==> src/rtl/nor_op_pkg.sv <==
package nor_op_pkg;

    localparam int MAX_REGIONS = 4;
    localparam int POLL_POS    = 7;
    localparam int TOGGLE_POS  = 6;

    typedef int unsigned region_arr_t [MAX_REGIONS];

    typedef struct packed {
        logic poll;
        logic toggle;
    } status_bits_t;

    function automatic logic [7:0] pack_status(status_bits_t s);
        logic [7:0] b;
        b = 8'h00;
        b[POLL_POS]   = s.poll;
        b[TOGGLE_POS] = s.toggle;
        return b;
    endfunction

    // End address (exclusive) of region n-1, i.e. total span of regions 0..n-1.
    function automatic int unsigned span_upto(region_arr_t blocks, region_arr_t logs, int n);
        int unsigned acc;
        acc = 0;
        for (int k = 0; k < MAX_REGIONS; k++) begin
            if (k < n) acc += blocks[k] << logs[k];
        end
        return acc;
    endfunction

    function automatic int unsigned max_u(int unsigned a, int unsigned b);
        return (a > b) ? a : b;
    endfunction

endpackage

==> src/rtl/nor_sector_locator.sv <==
module nor_sector_locator
    import nor_op_pkg::*;
#(
    parameter int          ADDR_W      = 16,
    parameter int          NUM_REGIONS = 4,
    parameter int          LOG_W       = 5,
    parameter region_arr_t REG_BLOCKS  = '{4, 6, 2, 4},
    parameter region_arr_t REG_LOG2    = '{10, 11, 12, 10}
) (
    input  logic [ADDR_W-1:0] addr_i,
    output logic [LOG_W-1:0]  sec_log2_o,
    output logic [ADDR_W-1:0] sec_base_o
);

    logic [31:0]            addr_w;
    logic [NUM_REGIONS-1:0] below_end;
    logic [ADDR_W-1:0]      low_mask;

    assign addr_w = 32'(addr_i);

    // One comparator per region against its exclusive end address.
    for (genvar g = 0; g < NUM_REGIONS; g++) begin : g_region
        localparam int unsigned REGION_END = span_upto(REG_BLOCKS, REG_LOG2, g + 1);
        if (g == NUM_REGIONS - 1) begin : g_last
            // Addresses past the array fall into the last region.
            assign below_end[g] = 1'b1;
        end else begin : g_mid
            assign below_end[g] = (addr_w < 32'(REGION_END));
        end
    end

    // First region in walk order whose end lies above the address.
    always_comb begin
        sec_log2_o = LOG_W'(REG_LOG2[NUM_REGIONS-1]);
        for (int i = NUM_REGIONS - 1; i >= 0; i--) begin
            if (below_end[i]) sec_log2_o = LOG_W'(REG_LOG2[i]);
        end
    end

    assign low_mask   = ADDR_W'((33'd1 << sec_log2_o) - 33'd1);
    assign sec_base_o = addr_i & ~low_mask;

endmodule

==> src/rtl/nor_busy_timer.sv <==
module nor_busy_timer #(
    parameter int CNT_W = 16
) (
    input  logic             clk,
    input  logic             rst,
    input  logic             start_i,
    input  logic [CNT_W-1:0] load_i,
    output logic             busy_o,
    output logic             expire_o
);

    logic [CNT_W-1:0] cnt_q;

    assign busy_o   = (cnt_q != '0);
    assign expire_o = (cnt_q == CNT_W'(1));

    always_ff @(posedge clk) begin
        if (rst) begin
            cnt_q <= '0;
        end else if (start_i && !busy_o) begin
            cnt_q <= load_i;
        end else if (busy_o) begin
            cnt_q <= cnt_q - CNT_W'(1);
        end
    end

endmodule

==> src/rtl/nor_status_bits.sv <==
module nor_status_bits
    import nor_op_pkg::*;
(
    input  logic       clk,
    input  logic       rst,
    input  logic       prog_load_i,
    input  logic       prog_bit7_i,
    input  logic       erase_start_i,
    input  logic       expire_i,
    input  logic       toggle_req_i,
    output logic [7:0] status_o
);

    status_bits_t st_q, st_d;

    always_comb begin
        st_d = st_q;
        if (erase_start_i) begin
            st_d.poll = 1'b0;
        end else if (prog_load_i) begin
            st_d.poll = ~prog_bit7_i;
        end else if (expire_i) begin
            st_d.poll = ~st_q.poll;
        end
        if (toggle_req_i) begin
            st_d.toggle = ~st_q.toggle;
        end
    end

    always_ff @(posedge clk) begin
        if (rst) begin
            st_q <= '0;
        end else begin
            st_q <= st_d;
        end
    end

    assign status_o = pack_status(st_q);

endmodule

==> src/rtl/nor_op_status.sv <==
module nor_op_status
    import nor_op_pkg::*;
#(
    parameter int          ADDR_W             = 16,
    parameter int          NUM_REGIONS        = 4,
    parameter region_arr_t REG_BLOCKS         = '{4, 6, 2, 4},
    parameter region_arr_t REG_LOG2           = '{10, 11, 12, 10},
    parameter int unsigned CHIP_BUSY_CYCLES   = 5000,
    parameter int unsigned SECTOR_BUSY_CYCLES = 500
) (
    input  logic              clk,
    input  logic              rst,
    input  logic              erase_chip_i,
    input  logic              erase_sector_i,
    input  logic              program_i,
    input  logic [ADDR_W-1:0] op_addr_i,
    input  logic [7:0]        prog_data_i,
    input  logic              status_rd_i,
    input  logic              bypass_i,
    output logic [7:0]        status_o,
    output logic              busy_o,
    output logic              clr_req_o,
    output logic [ADDR_W-1:0] clr_base_o,
    output logic [ADDR_W:0]   clr_len_o,
    output logic              done_o,
    output logic              done_bypass_o
);

    localparam int unsigned CHIP_BYTES = span_upto(REG_BLOCKS, REG_LOG2, NUM_REGIONS);
    localparam int          LOG_W      = 5;
    localparam int          CNT_W      = $clog2(max_u(CHIP_BUSY_CYCLES, SECTOR_BUSY_CYCLES) + 1);

    logic              busy;
    logic              expire;
    logic              accept_chip, accept_sec, accept_prog, start;
    logic [CNT_W-1:0]  load_val;
    logic [LOG_W-1:0]  sec_log2;
    logic [ADDR_W-1:0] sec_base;

    // Priority: chip erase, then sector erase, then program; nothing while busy.
    assign accept_chip = erase_chip_i && !busy;
    assign accept_sec  = erase_sector_i && !erase_chip_i && !busy;
    assign accept_prog = program_i && !erase_chip_i && !erase_sector_i && !busy;
    assign start       = accept_chip || accept_sec;
    assign load_val    = accept_chip ? CNT_W'(CHIP_BUSY_CYCLES) : CNT_W'(SECTOR_BUSY_CYCLES);

    nor_sector_locator #(
        .ADDR_W      (ADDR_W),
        .NUM_REGIONS (NUM_REGIONS),
        .LOG_W       (LOG_W),
        .REG_BLOCKS  (REG_BLOCKS),
        .REG_LOG2    (REG_LOG2)
    ) u_locate (
        .addr_i     (op_addr_i),
        .sec_log2_o (sec_log2),
        .sec_base_o (sec_base)
    );

    nor_busy_timer #(
        .CNT_W (CNT_W)
    ) u_timer (
        .clk      (clk),
        .rst      (rst),
        .start_i  (start),
        .load_i   (load_val),
        .busy_o   (busy),
        .expire_o (expire)
    );

    nor_status_bits u_status (
        .clk           (clk),
        .rst           (rst),
        .prog_load_i   (accept_prog),
        .prog_bit7_i   (prog_data_i[7]),
        .erase_start_i (start),
        .expire_i      (expire),
        .toggle_req_i  (status_rd_i && busy),
        .status_o      (status_o)
    );

    always_ff @(posedge clk) begin
        if (rst) begin
            clr_req_o     <= 1'b0;
            clr_base_o    <= '0;
            clr_len_o     <= '0;
            done_o        <= 1'b0;
            done_bypass_o <= 1'b0;
        end else begin
            clr_req_o <= start;
            done_o    <= expire;
            if (accept_chip) begin
                clr_base_o <= '0;
                clr_len_o  <= (ADDR_W+1)'(CHIP_BYTES);
            end else if (accept_sec) begin
                clr_base_o <= sec_base;
                clr_len_o  <= (ADDR_W+1)'(1) << sec_log2;
            end
            if (expire) begin
                done_bypass_o <= bypass_i;
            end
        end
    end

    assign busy_o = busy;

endmodule

==> config.mk <==
export PLATFORM = sky130hd
export DESIGN_NAME = nor_op_status
export DESIGN_NICKNAME = d
export VERILOG_FILES = /design/src/rtl/nor_op_pkg.sv /design/src/rtl/nor_sector_locator.sv /design/src/rtl/nor_busy_timer.sv /design/src/rtl/nor_status_bits.sv /design/src/rtl/nor_op_status.sv
export SDC_FILE = /design/constraint.sdc
export NUM_CORES = 1
export LEC_CHECK = 0
export ABC_AREA = 1
export BUFFER_PORTS_ARGS = -buffer_cell sky130_fd_sc_hd__buf_4
export CAP_MARGIN = 30
export CORE_UTILIZATION = 47
export DETAILED_ROUTE_END_ITERATION = 10
export GPL_ROUTABILITY_DRIVEN = 0
export PLACE_DENSITY = 0.79
export SLEW_MARGIN = 25
export SYNTH_ARGS = -nofsm -noshare
export SYNTH_HDL_FRONTEND = slang
export SYNTH_SLANG_ARGS = --single-unit
==> constraint.sdc <==
create_clock -name clk -period 2.1 [get_ports clk]
set_input_delay 0.315 -clock clk [delete_from_list [all_inputs] [get_ports clk]]
set_output_delay 0.315 -clock clk [all_outputs]
set_load 0.01 [all_outputs]
==> results.py, run 1 <==
metrics = {
    "sta": {
        "report.final.slew_viol_count": 0,
        "fin_crit_sh": 0.9183,
        "whs_ps": 281.8,
        "min_period_ps": 1929,
        "setup_tns_ps": 0,
        "report.final.hold_viol_count": 0,
        "rsz0062_at_grt": "false",
        "setup_violations": 0,
        "worst_slack_ps": 171.5,
        "clock.fmax_mhz": 518.5,
        "clock_skew_ps": 6.559,
    },
    "die": {
        "io_pins": 76,
        "die_y_um": 63.85,
        "die_width_um": 63.85,
        "die_area_um2": 4077,
        "placementRows": 22,
        "initial_core_util": 0.4911,
        "coreArea_um2": 3661,
    },
    "detailed_routing": {
        "drt_wl_total_mm": 3.365,
        "drcViolationCount": 0,
        "via_count": 1547,
        "topRoutingLayerUsed": "met4",
        "dr.pass1.iters": 4,
        "routedWlPerCell_um": 9.956,
        "wl_met3_um": 176,
        "ant_nets": 0,
        "wl_met2_mm": 1.630,
        "drt_iter0_drc": 86,
        "vias_per_cell": 4.577,
        "wl_met1_mm": 1.494,
    },
    "clocking": {
        "clk_pin_slew_worst_paths_ps": 70,
        "cts_hold_buf": 0,
        "cts_tree": "built",
        "cts_max_level": 2,
        "clockBufferDepth": 2,
        "clkLatencyLatePin_ps": 290,
        "root_buffer": "clkbuf_8",
        "clock_sink_count": 34,
        "postCtsResizedCells": 0,
        "post-cts-setup-buffers": 0,
        "cts_inserted_buffers": 5,
    },
    "synthesis": {
        "synth-seq-area-share": 0.3786,
        "synthesis.instances": 251,
        "synth_cell_types": 26,
        "synth.cell_area_um2": 1798,
        "yosys_warnings": 0,
        "synth_area_per_cell_um2": 7.163,
        "synth-seq-cells": 34,
    },
    "finish": {
        "area_growth_pct": 17.95,
        "finalNonFillerCells": 338,
        "num_antenna_cells": 0,
        "fin_nets": 324,
        "drive_above_1_share": 0.2069,
    },
    "worst_setup_path": {
        "cp_cell_sequence": "inv_1, ha_1, nand2_2, nor2_4, nand2_4, buf_4",
        "worst-path-buf-inv": 2,
        "start_kind": "register",
        "crit_required_ps": 1780,
        "path_class": "register to primary output",
        "cp_max_fo": 15,
        "critPathMaxStageDelay_ps": 340,
        "end_kind": "primary output",
        "cp.arrival_ps": 1610,
        "reg2reg_slack_ps": 280,
        "cp_slowest_cell": "dfxtp_1",
        "crit_family": "simple AND/OR/NAND/NOR gates",
    },
    "job": {
        "drv_cap": 0,
    },
    "power_and_ir_drop": {
        "p_total_mw": 2.648,
        "switching_share": 0.4082,
        "clkPwrFrac": 0.229,
        "internal_power_mw": 1.567,
        "p_per_area_nw_per_um2": 1249,
        "ir_drop_v": 0.0006057,
        "p_sw_mw": 1.081,
        "power_leakage_nw": 1.046,
        "seqPwrFrac": 0.339,
        "combPwrFrac": 0.432,
    },
    "placement": {
        "place_ws_ps": 266.4,
        "numPortBuffers": 36,
        "placed_cells": 330,
        "dp_hpwl_mm": 2.463,
    },
    "status": {
        "status": "completed",
    },
    "global_route": {
        "grt_max_degree": 19,
        "antenna_found_initial": 0,
        "grt_pass1_vias": 1357,
        "grt_overflow": 0,
        "track_usage": 0.1753,
        "grt_first_pass_wirelength_mm": 5.602,
    },
    "worst_hold_path": {
        "hold_path_class": "input pin to register",
    },
}
## Yosys cell counts
cell type   n  share of area
clkbuf_1    2         0.0042
nand4_1     4          0.014
a31oi_2     1         0.0070
a21oi_1    22          0.061
xnor2_1     1         0.0049
buf_4      23          0.096
inv_6       1         0.0049
nand2_2     3          0.010
a21oi_2     3          0.015
or2_2       1         0.0035
buf_2       1         0.0028
nor3_1      2         0.0056
dfxtp_1    34           0.38
o21ai_0     7          0.019
ha_1        4          0.028
nand2_1    45          0.094
buf_6       2          0.013
nor2_2      4          0.014
nand2_4     2          0.013
xor2_1      1         0.0049
nor2_4      1         0.0063
nor2_1     32          0.067
nand3b_1    4          0.017
nand3_1    16          0.045
conb_1      2         0.0042
inv_1      33          0.069
## worst reg2reg max path: cells and delay by family (launching register included)
family / cells / cell delay [ps]
compound gates: 1 / 210
flops: 1 / 340
buf+inv: 2 / 310
simple gates: 5 / 640
fa+ha+maj: 1 / 240
## routing by layer
metal / up-vias / track usage
met5: - / 0
met2: 38 / 0.3045
li1: 810 / -
met4: 0 / 0.08807
met3: 7 / 0.04464
met1: 692 / 0.1965
## power by group through the flow
stage	combinational (mW)	clock, mW	sequential (mW)
final	1.14	0.608	0.897
after global placement	1.13	0	0.906
after floorplan	0.925	0	0.912
after global routing	1.30	0.643	0.917
after detailed placement	1.15	0	0.907
after CTS	1.15	0.623	0.896
## flip-flops by register name, summed over array words and instances (netlist names)
register	cells
u_status.status_o	2
done_bypass_o	1
clr_len_o	8
clr_base_o	8
done_o	1
u_timer.cnt_q	13
clr_req_o	1
## area by class of cell
class	count	area (um^2)
Clock inverter	3	45.04
Clock buffer	5	68.82
Inverter	34	132.6
Tap cell	48	60.06
Timing Repair Buffer	36	270.3
Multi-Input combinational cell	178	863.3
Fill cell	354	1540
Sequential cell	34	680.7
## cell families (layout without fill, tap and decap cells)
logic type	count (synthesis)	after routing	synth area share
simple gates	114	114	0.2881
buf+inv	62	78	0.1893
flops	34	34	0.3786
compound gates	33	33	0.1023
fa+ha+maj	4	4	0.02784
other cells	2	25	0.004177
xor+xnor	2	2	0.009744
## final timing paths
kind,startpoint,end,depth (start not counted)
max,u_timer.cnt_q[0],busy_o,6
min reg2reg,clr_base_o[8],clr_base_o[8],2
min,rst,u_timer.cnt_q[5],2
max reg2reg,u_timer.cnt_q[0],clr_len_o[12],9
## cells in the final DEF, fill, tap and decap left out, drive strengths merged
cell,instances
a21oi,25
a31oi,1
buf,36
bufinv,1
clkbuf,5
clkinvlp,2
conb,25
dfxtp,34
ha,4
inv,34
nand2,50
nand3,16
nand3b,4
nand4,4
nor2,37
nor3,2
o21ai,7
or2,1
xnor2,1
xor2,1
## through the flow
stage	area [um^2]	util
after floorplan	1884	-
after global placement	2007	0.5482
after detailed placement	2007	0.5482
after CTS	2121	0.5793
after global routing	2121	0.5793
final	2121	0.5793
No activity file was read; power rests on OpenSTA's default activity.
==> inputs of run 2 (changes only) <==
==> constraint.sdc (replaced) <==
create_clock -name clk -period 2.1 [get_ports clk]
set_input_delay 0.105 -clock clk [delete_from_list [all_inputs] [get_ports clk]]
set_output_delay 0.105 -clock clk [all_outputs]
set_load 0.01 [all_outputs]
==> run 2 against run 1 <==
Effect of this change: setup slack improved by 100 ps; via count fell by 1.4%; die area did not move; largest cell class unchanged; critical path type is now register to register; largest power group unchanged; utilization fell by 0.96 points; critical path depth rose by 3; sequential cell count did not move; non-clock buffer count did not move; power fell by 5.5%; register-to-register slack barely moved.
==> results.py, run 2 (synthesis results as in run 1) <==
metrics = {
    "clocking": {
        "cts_inserted_buffers": 5,
        "root_buffer": "clkbuf_8",
        "cts_tree": "built",
        "clock_sink_count": 34,
        "postCtsResizedCells": 0,
        "clkLatencyLatePin_ps": 290,
        "clk_pin_slew_worst_paths_ps": 70,
        "cts_hold_buf": 0,
        "post-cts-setup-buffers": 0,
        "cts_max_level": 2,
        "clockBufferDepth": 2,
    },
    "power_and_ir_drop": {
        "seqPwrFrac": 0.359,
        "internal_power_mw": 1.438,
        "clkPwrFrac": 0.182,
        "p_sw_mw": 1.064,
        "combPwrFrac": 0.459,
        "ir_drop_v": 0.0004544,
        "p_total_mw": 2.502,
        "p_per_area_nw_per_um2": 1200,
        "switching_share": 0.4254,
        "power_leakage_nw": 1.039,
    },
    "job": {
        "drv_cap": 0,
    },
    "global_route": {
        "track_usage": 0.1779,
        "grt_pass1_vias": 1311,
        "grt_max_degree": 19,
        "grt_first_pass_wirelength_mm": 5.595,
        "antenna_found_initial": 0,
        "grt_overflow": 0,
    },
    "worst_setup_path": {
        "critPathMaxStageDelay_ps": 340,
        "cp.arrival_ps": 2010,
        "start_kind": "register",
        "path_class": "register to register",
        "end_kind": "register",
        "worst-path-buf-inv": 2,
        "reg2reg_slack_ps": 270,
        "crit_top_cell": "nand2_4",
        "crit_family": "simple AND/OR/NAND/NOR gates",
        "cp_max_fo": 18,
        "crit_required_ps": 2290,
        "cp_slowest_cell": "dfxtp_1",
        "cp_cell_sequence": "inv_1, ha_1, nand2_2, nor2_4, nand2_4, inv_6, nand2_4, o21ai_0, nor2_1",
    },
    "die": {
        "die_area_um2": 4077,
        "placementRows": 22,
        "die_width_um": 63.85,
        "io_pins": 76,
        "initial_core_util": 0.4911,
        "die_y_um": 63.85,
        "coreArea_um2": 3661,
    },
    "sta": {
        "report.final.hold_viol_count": 0,
        "clock_skew_ps": 7.053,
        "min_period_ps": 1829,
        "report.final.slew_viol_count": 0,
        "worst_slack_ps": 271.4,
        "setup_tns_ps": 0,
        "clock.fmax_mhz": 546.9,
        "whs_ps": 72.06,
        "rsz0062_at_grt": "false",
        "fin_crit_sh": 0.8707,
        "setup_violations": 0,
    },
    "placement": {
        "numPortBuffers": 36,
        "place_ws_ps": 277.4,
        "placed_cells": 330,
        "dp_hpwl_mm": 2.517,
    },
    "status": {
        "status": "completed",
    },
    "finish": {
        "area_growth_pct": 16.01,
        "regMostFlops": "u_timer.cnt_q",
        "finalNonFillerCells": 337,
        "reg.largest.list": "u_timer.cnt_q (13), clr_base_o (8), clr_len_o (8)",
        "layout_common_cells": "nand2_1 (45), buf_4 (36), dfxtp_1 (34), inv_1 (33), nor2_1 (32)",
        "layout_commonest_cell": "nand2_1",
        "num_antenna_cells": 0,
        "largest_register_ff_count": 13,
        "fin_nets": 324,
        "drive_above_1_share": 0.2042,
    },
    "detailed_routing": {
        "vias_per_cell": 4.525,
        "via_count": 1525,
        "drt_iter0_drc": 97,
        "dr.pass1.iters": 4,
        "drt_wl_total_mm": 3.422,
        "drcViolationCount": 0,
        "routedWlPerCell_um": 10.15,
        "ant_nets": 0,
    },
    "worst_hold_path": {
        "hold_path_class": "input pin to register",
    },
}
## run 2: through the flow
stage	area (um^2)	util
3_5_place_dp	2007	0.5482
6_report	2086	0.5697
3_3_place_gp	2007	0.5482
2_1_floorplan	1884	-
4_1_cts	2086	0.5697
5_1_grt	2086	0.5697
## run 2: layout make-up
| type | count | area [um^2] |
|---|---|---|
| clock inverters | 2 | 10.01 |
| clock buffers | 5 | 68.82 |
| repair buffers | 36 | 270.3 |
| multi-input cells | 178 | 863.3 |
| fillers | 336 | 1575 |
| inverters | 34 | 132.6 |
| well taps | 48 | 60.06 |
| flip-flops and latches | 34 | 680.7 |
## run 2: final timing paths
check,startpoint,end,cells past startpoint
max,u_timer.cnt_q[0],clr_len_o[12],9
min,rst,u_timer.cnt_q[6],2
min reg2reg,clr_len_o[9],clr_len_o[9],2
max reg2reg,u_timer.cnt_q[0],clr_len_o[12],9
## run 2: routing by layer
metal | track usage | routed length (um)
met1 | 0.2039 | 1530
met2 | 0.3045 | 1669
met3 | 0.04643 | 151
met4 | 0.08523 | 70
met5 | 0 | 0
## run 2: power by group through the flow
| stage | clock [mW] | sequential (mW) | combinational (mW) |
|---|---|---|---|
| CTS | 0.467 | 0.896 | 1.16 |
| detailed placement | 0 | 0.908 | 1.15 |
| finish | 0.456 | 0.898 | 1.15 |
| global route | 0.496 | 0.918 | 1.30 |
| global placement | 0 | 0.907 | 1.13 |
| floorplan | 0 | 0.912 | 0.925 |
